$ cat src/rtl/trs_pkg.sv
package trs_pkg;
    localparam int ITEM_W    = 18;
    localparam int NUM_ITEMS = 8;
    localparam int IDX_W     = $clog2(NUM_ITEMS);
    localparam int CYC_W     = 15;
    localparam int STAT_W    = 15;
    localparam int REG_W     = 5;
    localparam int EXC_W     = 5;
    localparam int BE_W      = 4;
    localparam int WORD_W    = 32;

    typedef struct packed {
        logic [CYC_W-1:0]  cyc;
        logic [STAT_W-1:0] status;
        logic [REG_W-1:0]  dst_idx;
        logic              dst_wr;
        logic [EXC_W-1:0]  exc_kind;
        logic              exc_taken;
        logic              is_load;
        logic              is_store;
        logic [BE_W-1:0]   byte_en;
        logic [WORD_W-1:0] data_word;
        logic [WORD_W-1:0] addr_word;
        logic [WORD_W-1:0] pc;
    } trace_rec_t;
endpackage

$ cat src/rtl/trs_item_packer.sv
module trs_item_packer
    import trs_pkg::*;
(
    input  trace_rec_t        rec_i,
    input  logic [IDX_W-1:0]  idx_i,
    output logic [ITEM_W-1:0] item_o
);
    logic [ITEM_W-1:0] items [NUM_ITEMS];

    always_comb begin
        items[0] = {rec_i.cyc, rec_i.status[STAT_W-1 -: 3]};
        items[1] = {rec_i.status[STAT_W-4:0], rec_i.dst_idx, rec_i.dst_wr};
        items[2] = {rec_i.exc_kind, rec_i.exc_taken, rec_i.is_load,
                    rec_i.is_store, rec_i.byte_en, rec_i.data_word[31:26]};
        items[3] = rec_i.data_word[25:8];
        items[4] = {rec_i.data_word[7:0], rec_i.addr_word[31:22]};
        items[5] = rec_i.addr_word[21:4];
        items[6] = {rec_i.addr_word[3:0], rec_i.pc[31:18]};
        items[7] = rec_i.pc[17:0];
    end

    assign item_o = items[idx_i];
endmodule

$ cat src/rtl/trs_slot_ctrl.sv
module trs_slot_ctrl
    import trs_pkg::*;
(
    input  logic              clk,
    input  logic              rst_n,
    input  logic              cap_i,
    input  trace_rec_t        rec_i,
    input  logic              rd_i,
    input  logic [ITEM_W-1:0] cur_item_i,
    output trace_rec_t        act_rec_o,
    output logic [IDX_W-1:0]  idx_o,
    output logic [ITEM_W-1:0] item_o,
    output logic              item_vld_o,
    output logic              rec_done_o
);
    localparam logic [IDX_W-1:0] LAST_IDX = IDX_W'(NUM_ITEMS - 1);

    typedef struct packed {
        logic              act_vld;
        logic              pend_vld;
        trace_rec_t        act_rec;
        trace_rec_t        pend_rec;
        logic [IDX_W-1:0]  idx;
        logic [ITEM_W-1:0] item;
        logic              item_vld;
        logic              done;
    } state_t;

    state_t st_d, st_q;
    logic   finish;

    always_comb begin
        st_d          = st_q;
        st_d.item_vld = 1'b0;
        st_d.done     = 1'b0;
        finish        = 1'b0;

        if (rd_i) begin
            if (st_q.act_vld) begin
                st_d.item     = cur_item_i;
                st_d.item_vld = 1'b1;
                if (st_q.idx == LAST_IDX) begin
                    st_d.done = 1'b1;
                    st_d.idx  = '0;
                    finish    = 1'b1;
                end else begin
                    st_d.idx = st_q.idx + 1'b1;
                end
            end else begin
                st_d.item = '0;
            end
        end

        if (finish) begin
            st_d.act_vld  = st_q.pend_vld;
            st_d.act_rec  = st_q.pend_rec;
            st_d.pend_vld = 1'b0;
        end

        if (cap_i) begin
            if (!st_d.act_vld) begin
                st_d.act_vld = 1'b1;
                st_d.act_rec = rec_i;
            end else if (!st_d.pend_vld) begin
                st_d.pend_vld = 1'b1;
                st_d.pend_rec = rec_i;
            end
        end
    end

    always_ff @(posedge clk or negedge rst_n) begin
        if (!rst_n) st_q <= '0;
        else        st_q <= st_d;
    end

    assign act_rec_o  = st_q.act_rec;
    assign idx_o      = st_q.idx;
    assign item_o     = st_q.item;
    assign item_vld_o = st_q.item_vld;
    assign rec_done_o = st_q.done;

    a_r9_done_with_valid: assert property (@(posedge clk) disable iff (!rst_n)
        rec_done_o |-> item_vld_o);

    a_r9_done_wraps_index: assert property (@(posedge clk) disable iff (!rst_n)
        rec_done_o |-> (idx_o == '0));

    a_r8_idle_read_zero: assert property (@(posedge clk) disable iff (!rst_n)
        (rd_i && !st_q.act_vld) |=> (!item_vld_o && item_o == '0));

    a_r10_pending_needs_active: assert property (@(posedge clk) disable iff (!rst_n)
        st_q.pend_vld |-> st_q.act_vld);

    a_r11_full_capture_dropped: assert property (@(posedge clk) disable iff (!rst_n)
        (st_q.pend_vld && cap_i && !(rd_i && st_q.idx == LAST_IDX))
        |=> (st_q.pend_vld && $stable(st_q.pend_rec)));

    a_r7_valid_needs_read: assert property (@(posedge clk) disable iff (!rst_n)
        !rd_i |=> !item_vld_o);
endmodule

$ cat src/rtl/trace_record_serializer.sv
module trace_record_serializer
    import trs_pkg::*;
(
    input  logic              clk,
    input  logic              rst_n,
    input  logic              cap_i,
    input  logic [14:0]       cyc_cnt_i,
    input  logic [14:0]       status_i,
    input  logic [4:0]        dst_idx_i,
    input  logic              dst_wr_i,
    input  logic [4:0]        exc_kind_i,
    input  logic              exc_taken_i,
    input  logic              is_load_i,
    input  logic              is_store_i,
    input  logic [3:0]        byte_en_i,
    input  logic [31:0]       st_data_i,
    input  logic [31:0]       res_data_i,
    input  logic [31:0]       data_addr_i,
    input  logic [31:0]       instr_i,
    input  logic [31:0]       pc_i,
    input  logic              rd_i,
    output logic [17:0]       item_o,
    output logic              item_vld_o,
    output logic              rec_done_o
);
    trace_rec_t        rec_in;
    trace_rec_t        act_rec;
    logic [IDX_W-1:0]  idx;
    logic [ITEM_W-1:0] cur_item;

    always_comb begin
        rec_in.cyc       = cyc_cnt_i;
        rec_in.status    = status_i;
        rec_in.dst_idx   = dst_idx_i;
        rec_in.dst_wr    = dst_wr_i;
        rec_in.exc_kind  = exc_kind_i;
        rec_in.exc_taken = exc_taken_i;
        rec_in.is_load   = is_load_i;
        rec_in.is_store  = is_store_i;
        rec_in.byte_en   = byte_en_i;
        rec_in.data_word = is_store_i ? st_data_i : res_data_i;
        rec_in.addr_word = (is_load_i || is_store_i) ? data_addr_i : instr_i;
        rec_in.pc        = pc_i;
    end

    trs_item_packer u_packer (
        .rec_i  (act_rec),
        .idx_i  (idx),
        .item_o (cur_item)
    );

    trs_slot_ctrl u_ctrl (
        .clk        (clk),
        .rst_n      (rst_n),
        .cap_i      (cap_i),
        .rec_i      (rec_in),
        .rd_i       (rd_i),
        .cur_item_i (cur_item),
        .act_rec_o  (act_rec),
        .idx_o      (idx),
        .item_o     (item_o),
        .item_vld_o (item_vld_o),
        .rec_done_o (rec_done_o)
    );
endmodule

$ cat config.mk
export PLATFORM = sky130hd
export DESIGN_NAME = trace_record_serializer
export DESIGN_NICKNAME = d
export VERILOG_FILES = /design/src/rtl/trs_pkg.sv /design/src/rtl/trs_item_packer.sv /design/src/rtl/trs_slot_ctrl.sv /design/src/rtl/trace_record_serializer.sv
export SDC_FILE = /design/constraint.sdc
export NUM_CORES = 1
export LEC_CHECK = 0
export CORE_MARGIN = 5
export CORE_UTILIZATION = 64
export CTS_BUF_LIST = sky130_fd_sc_hd__clkbuf_16
export CTS_CLUSTER_DIAMETER = 150
export CTS_CLUSTER_SIZE = 25
export DETAILED_ROUTE_END_ITERATION = 8
export DONT_BUFFER_PORTS = 1
export PLACE_DENSITY = 0.81
export SLEW_MARGIN = 20
export SYNTH_ARGS = -nofsm -noshare
export SYNTH_HDL_FRONTEND = slang
export SYNTH_SLANG_ARGS = --single-unit
$ cat constraint.sdc
create_clock -name clk -period 2.45 [get_ports clk]
set_input_delay 0.49 -clock clk [delete_from_list [all_inputs] [get_ports clk]]
set_output_delay 0.49 -clock clk [all_outputs]
set_load 0.02 [all_outputs]
# After elaboration in Yosys (flattened, before gate mapping)
# Index checks and enable logic that the tools add are counted.
# Widths: inputs -> output; s select.
dict set report op_classes {
  reduce_logical 3
  muxes 18
  n_lt_le_gt_ge 1
  n_addsub 1
  bitwise_logic 2
  eq_ne 1
}
# op count
set op_table {}
lappend op_table {{$mux 144} 3}
lappend op_table {{$mux 290} 1}
lappend op_table {{$mux 146} 1}
lappend op_table {{$mux 32} 2}
lappend op_table {{$bmux 18 s3} 1}
lappend op_table {{$mux 18} 3}
lappend op_table {{$ge 4x4->1 const B} 1}
lappend op_table {{$mux 1} 4}
lappend op_table {{$mux 2} 2}
lappend op_table {{$not 3->4} 1}
lappend op_table {{$add 3x1->3 const B} 1}
lappend op_table {{$eq 3x3->1 const B} 1}
lappend op_table {{$mux 3} 1}
lappend op_table {{$reduce_and 3->1} 1}
lappend op_table {{$reduce_and 2->1} 1}
lappend op_table {{$logic_or 1x1->1} 1}
lappend op_table {{$not 1->1} 1}
dict set report totals {
  reg_bits 313
  elab_cells 56
}

# Longest topological paths before layout
dict set report depth {
  ltp_word 8
  ltp_mapped 8
  depth_no_buf 5
}

# By module
# A second synthesis with hierarchy kept.
dict set report unflattened {
  hier_cells 1169
  hier_area_um2 17222.8
}
# module area_per_inst_um2 instances cells_each
set by_module_without_submodules {}
lappend by_module_without_submodules {trs_slot_ctrl 15050.7 1 1033}
lappend by_module_without_submodules {trs_item_packer 1221.2 1 64}
lappend by_module_without_submodules {trace_record_serializer 950.9 1 72}

# Worst setup path before layout
# No wires, ideal clock.
dict set report synth_timing {
  kind {register to register}
  startpoint {register u_ctrl.st_q, in the netlist u_ctrl.idx_o[0]}
  endpoint {register u_ctrl.st_q, in the netlist u_ctrl.act_rec_o[0]}
  setup_slack_ns 0.489
  t_required_ns 2.325
  n_path_buf 1
  path_stages_with_launch 7
  period_less_slack_ns 1.961
  t_arrival_ns 1.836
  cell_sequence {dfrtp_1 -> ha_1 -> ha_1 -> and3b_4 -> o21ai_4 -> buf_8 -> mux2_2}
}
# item line_no
set synth_rtl {}
lappend synth_rtl {{start: declaration} trs_slot_ctrl.sv:29} ;# state_t st_d, st_q;
lappend synth_rtl {{start signal: assignment} trs_slot_ctrl.sv:73} ;# else st_q <= st_d;

# Worst setup path after layout
dict set report layout_timing {
  startpoint {register u_ctrl.st_q, in the netlist u_ctrl.idx_o[0]}
  endpoint {register u_ctrl.st_q[69] in the netlist's numbering}
}
dict set report layout_between {
  elab_chain_len 7
}
# item line_no
set layout_lines {}
lappend layout_lines {{$eq 3x3->1 *} trs_slot_ctrl.sv:42} ;# if (st_q.idx == LAST_IDX) begin
lappend layout_lines {{$mux 1 *} trs_slot_ctrl.sv:42}
lappend layout_lines {{$mux 1 *} trs_slot_ctrl.sv:39} ;# if (st_q.act_vld) begin
lappend layout_lines {{$mux 1 *} trs_slot_ctrl.sv:38} ;# if (rd_i) begin
lappend layout_lines {{$mux 146 *} trs_slot_ctrl.sv:54} ;# if (finish) begin
lappend layout_lines {{$not 1->1 (no line)} -}
lappend layout_lines {{$reduce_and 3->1 (no line) *} -}
# Every way passes the cells marked *; elsewhere a longest branch is shown, timed or not.
# A chain may end at the register's enable or synchronous reset.

==> metrics <==
outcome complete, but fails checks; failing checks hold timing; Net Switching 5.982 mW; drt drc 0; Final setup viols 0; n_diodes 0; met3 Use GR 5.386%; via count 8336; vias in the first global route 8893; Die Y 165.5 um; drt total wl 31.81 mm; initial core utilization 64.41%; CP Class reg2reg; placed instance area 0.01557 mm^2; WP data arrival 2.76 ns; Die Footprint 0.02740 mm^2; CTS tree done; postcts setup bufs 0; Int Power 12.65 mW; first-pass GRT wire length 50.29 mm; Post-CTS Resized 0; HPWL after detailed placement 21.80 mm; share of cells above drive strength 1 26.26%; Mapped Cells 1111; H-tree levels 1; antenna-violating nets left 0; clock skew 0.01824 ns; Final Cycle Share 95.55%; WP data required 2.87 ns; Mapped Area 0.01548 mm^2; Critical Path, Cell by Cell ha_1 -> ha_1 -> and3b_4 -> nor3b_4 -> buf_12 -> buf_4 -> mux2i_1; core area 0.02403 mm^2; sw frac 32.11%; met2 global-route usage 38.29%; Synth Warn # 0; Syn Nets 1325; Vias/cell 5.980; max-cap violation count 0; Initial DRT Pass Iterations 4; Final Max Tran Viols 0; final worst path period need 2.341 ns; unrepaired setup endpoints after global routing no; average size of a mapped cell 13.93 um^2; clock network latency to the later pin of the worst-skew pair 0.50 ns; Critical path origin u_ctrl.idx_o[0]; # rows 57; worst path buffer plus inverter count 2; Final Instance Area 0.01601 mm^2; gp weighted congestion 0.7911; CTS Buf Count 16; Max Clk Rate 427.2 MHz; fin util 66.63%; combinational group share of total power 35.1%; Synth cell types 27; Buffers on Ports 0; total power 18.63 mW; total negative setup slack 0 ns; CP Launch Type flip-flop; Die W 165.5 um; Slew @ Worst Pin 1.219 ns; clock sinks 313; reg2reg start u_ctrl.idx_o[0]; slowest stage delay, CP 0.50 ns; First DRT Iteration DRCs 696; Setup crit end kind flip-flop; register area share after synthesis 50.60%; Yosys reg bits 313; WHS -0.3079 ns; WL/cell 22.82 um; final hold vios 313; clock buffer depth 3; Static Leak 7.886 nW; Largest delay share family, worst path buffers and inverters; overall routing resource usage 23.47%; met1 Usage GRT 32.27%; slew margin rel. 18.75%; P&R area growth vs syn 3.444%; initial antenna violation count 0; PwrDens 1163 mW/mm^2; IO Pins 232; Worst Path Max Fanout 61; Worst-path clk slew 0.10 ns; Worst path most repeated cell ha_1; largest net degree at the start of global routing 314; total gr overflow 0; VDD IR max 691.1 uV; nets 1283; sequential share of power 49.5%; power share of the clock group 15.4%; clk root buf clkbuf_16; Hold/Removal Path Class in2async; layer with the highest usage met2; CP max-delay cell dfrtp_4
[cells by family after synthesis]
family	share of synthesized area, %
AO/OA/AOI/OAI	1.980
adder cells (fa/ha/maj)	0.2263
AND/OR/NAND/NOR	0.8891
multiplexers	39.40
buffers and inverters	6.911
flip-flops	50.60
[Yosys cell counts, drive strengths merged]
library cell / number / area [um^2]
dfrtp: 313 / 7833
mux2: 278 / 3131
mux2i: 256 / 2562
inv: 85 / 319.1
buf: 81 / 720.7
nor2: 20 / 77.58
mux4: 18 / 405.4
o22ai: 18 / 112.6
o32ai: 18 / 157.7
clkbuf: 8 / 30.03
nand2: 3 / 11.26
ha: 2 / 25.02
nand2b: 2 / 12.51
o21ai: 2 / 21.27
a21boi: 1 / 7.510
and2: 1 / 6.260
and3b: 1 / 12.51
maj3: 1 / 10.01
nand3: 1 / 5.000
nor3b: 1 / 12.51
o21bai: 1 / 7.510
[power by group through the flow]
stage / Sequential [mW] / Clock, mW / Combinational [mW]
after floorplan: 8.59 / 0 / 5.71
after global placement: 9.21 / 0 / 6.31
after detailed placement: 9.34 / 0 / 6.57
after CTS: 9.23 / 2.95 / 6.61
after global routing: 9.51 / 3.17 / 7.21
final: 9.22 / 2.87 / 6.54
[flip-flops by register name, summed over array words and instances, names as in the netlist]
name               cells
u_ctrl.item_vld_o      1
u_ctrl.act_rec_o     144
u_ctrl.idx_o           3
u_ctrl.item_o         18
u_ctrl.rec_done_o      1
u_ctrl.st_q          146
[cell usage in the layout (no fill, tap or decap)]
cell type and count:
nor2_4 1, nand2_1 3, o21bai_1 1, o21ai_0 1
clkbuf_16 17, buf_4 14, ha_1 2, inv_1 86
mux2i_1 256, buf_12 15, and2_1 1, maj3_1 1
nand2b_1 2, dfrtp_4 1, o22ai_1 18, dfrtp_1 312
clkinv_8 1, nor3b_4 1, mux2_1 68, nor2_1 19
a21boi_0 1, o32ai_1 18, nand3_4 1, mux4_2 18
o21ai_4 1, and3b_4 1, mux2_2 210
[path summary, 6_finish.rpt]
path / end / slack [ns] / cells after the start
max: u_ctrl.st_q[69] / 0.11 / 7
min: u_ctrl.act_rec_o[58] / -0.31 / 0
max reg2reg: u_ctrl.st_q[69] / 0.11 / 7
min reg2reg: u_ctrl.st_q[45] / 0.51 / 1
max in group asynchronous: u_ctrl.idx_o[0] / 1.64 / 0
min in group clk: u_ctrl.item_o[17] / 0.08 / 1
[per-layer routing]
layer | vias to the layer above | part of all wire, %
li1 | 3819 | -
met3 | 41 | 7.0
met2 | 218 | 48
met4 | 0 | 2.6
met5 | - | 0
met1 | 4258 | 42
[through the flow]
stage | std cells | worst slack [ns]
2_1_floorplan | 1111 | 0.4889
3_3_place_gp | 1375 | 0.2151
3_5_place_dp | 1375 | 0.1487
4_1_cts | 1394 | 0.1228
5_1_grt | 1394 | 0.01700
6_report | 1394 | 0.1091
[cell type report]
class                      instances  area, um^2
clock inverter                     2       20.02
inverter                          85       319.1
clock buffer                      17       425.4
sequential                       313        7836
multi-input combinational        624        6601
tap                              324       405.4
fill                            1764        8021
timing repair buffer              29       405.4
Power figures use the tool's default switching activity.
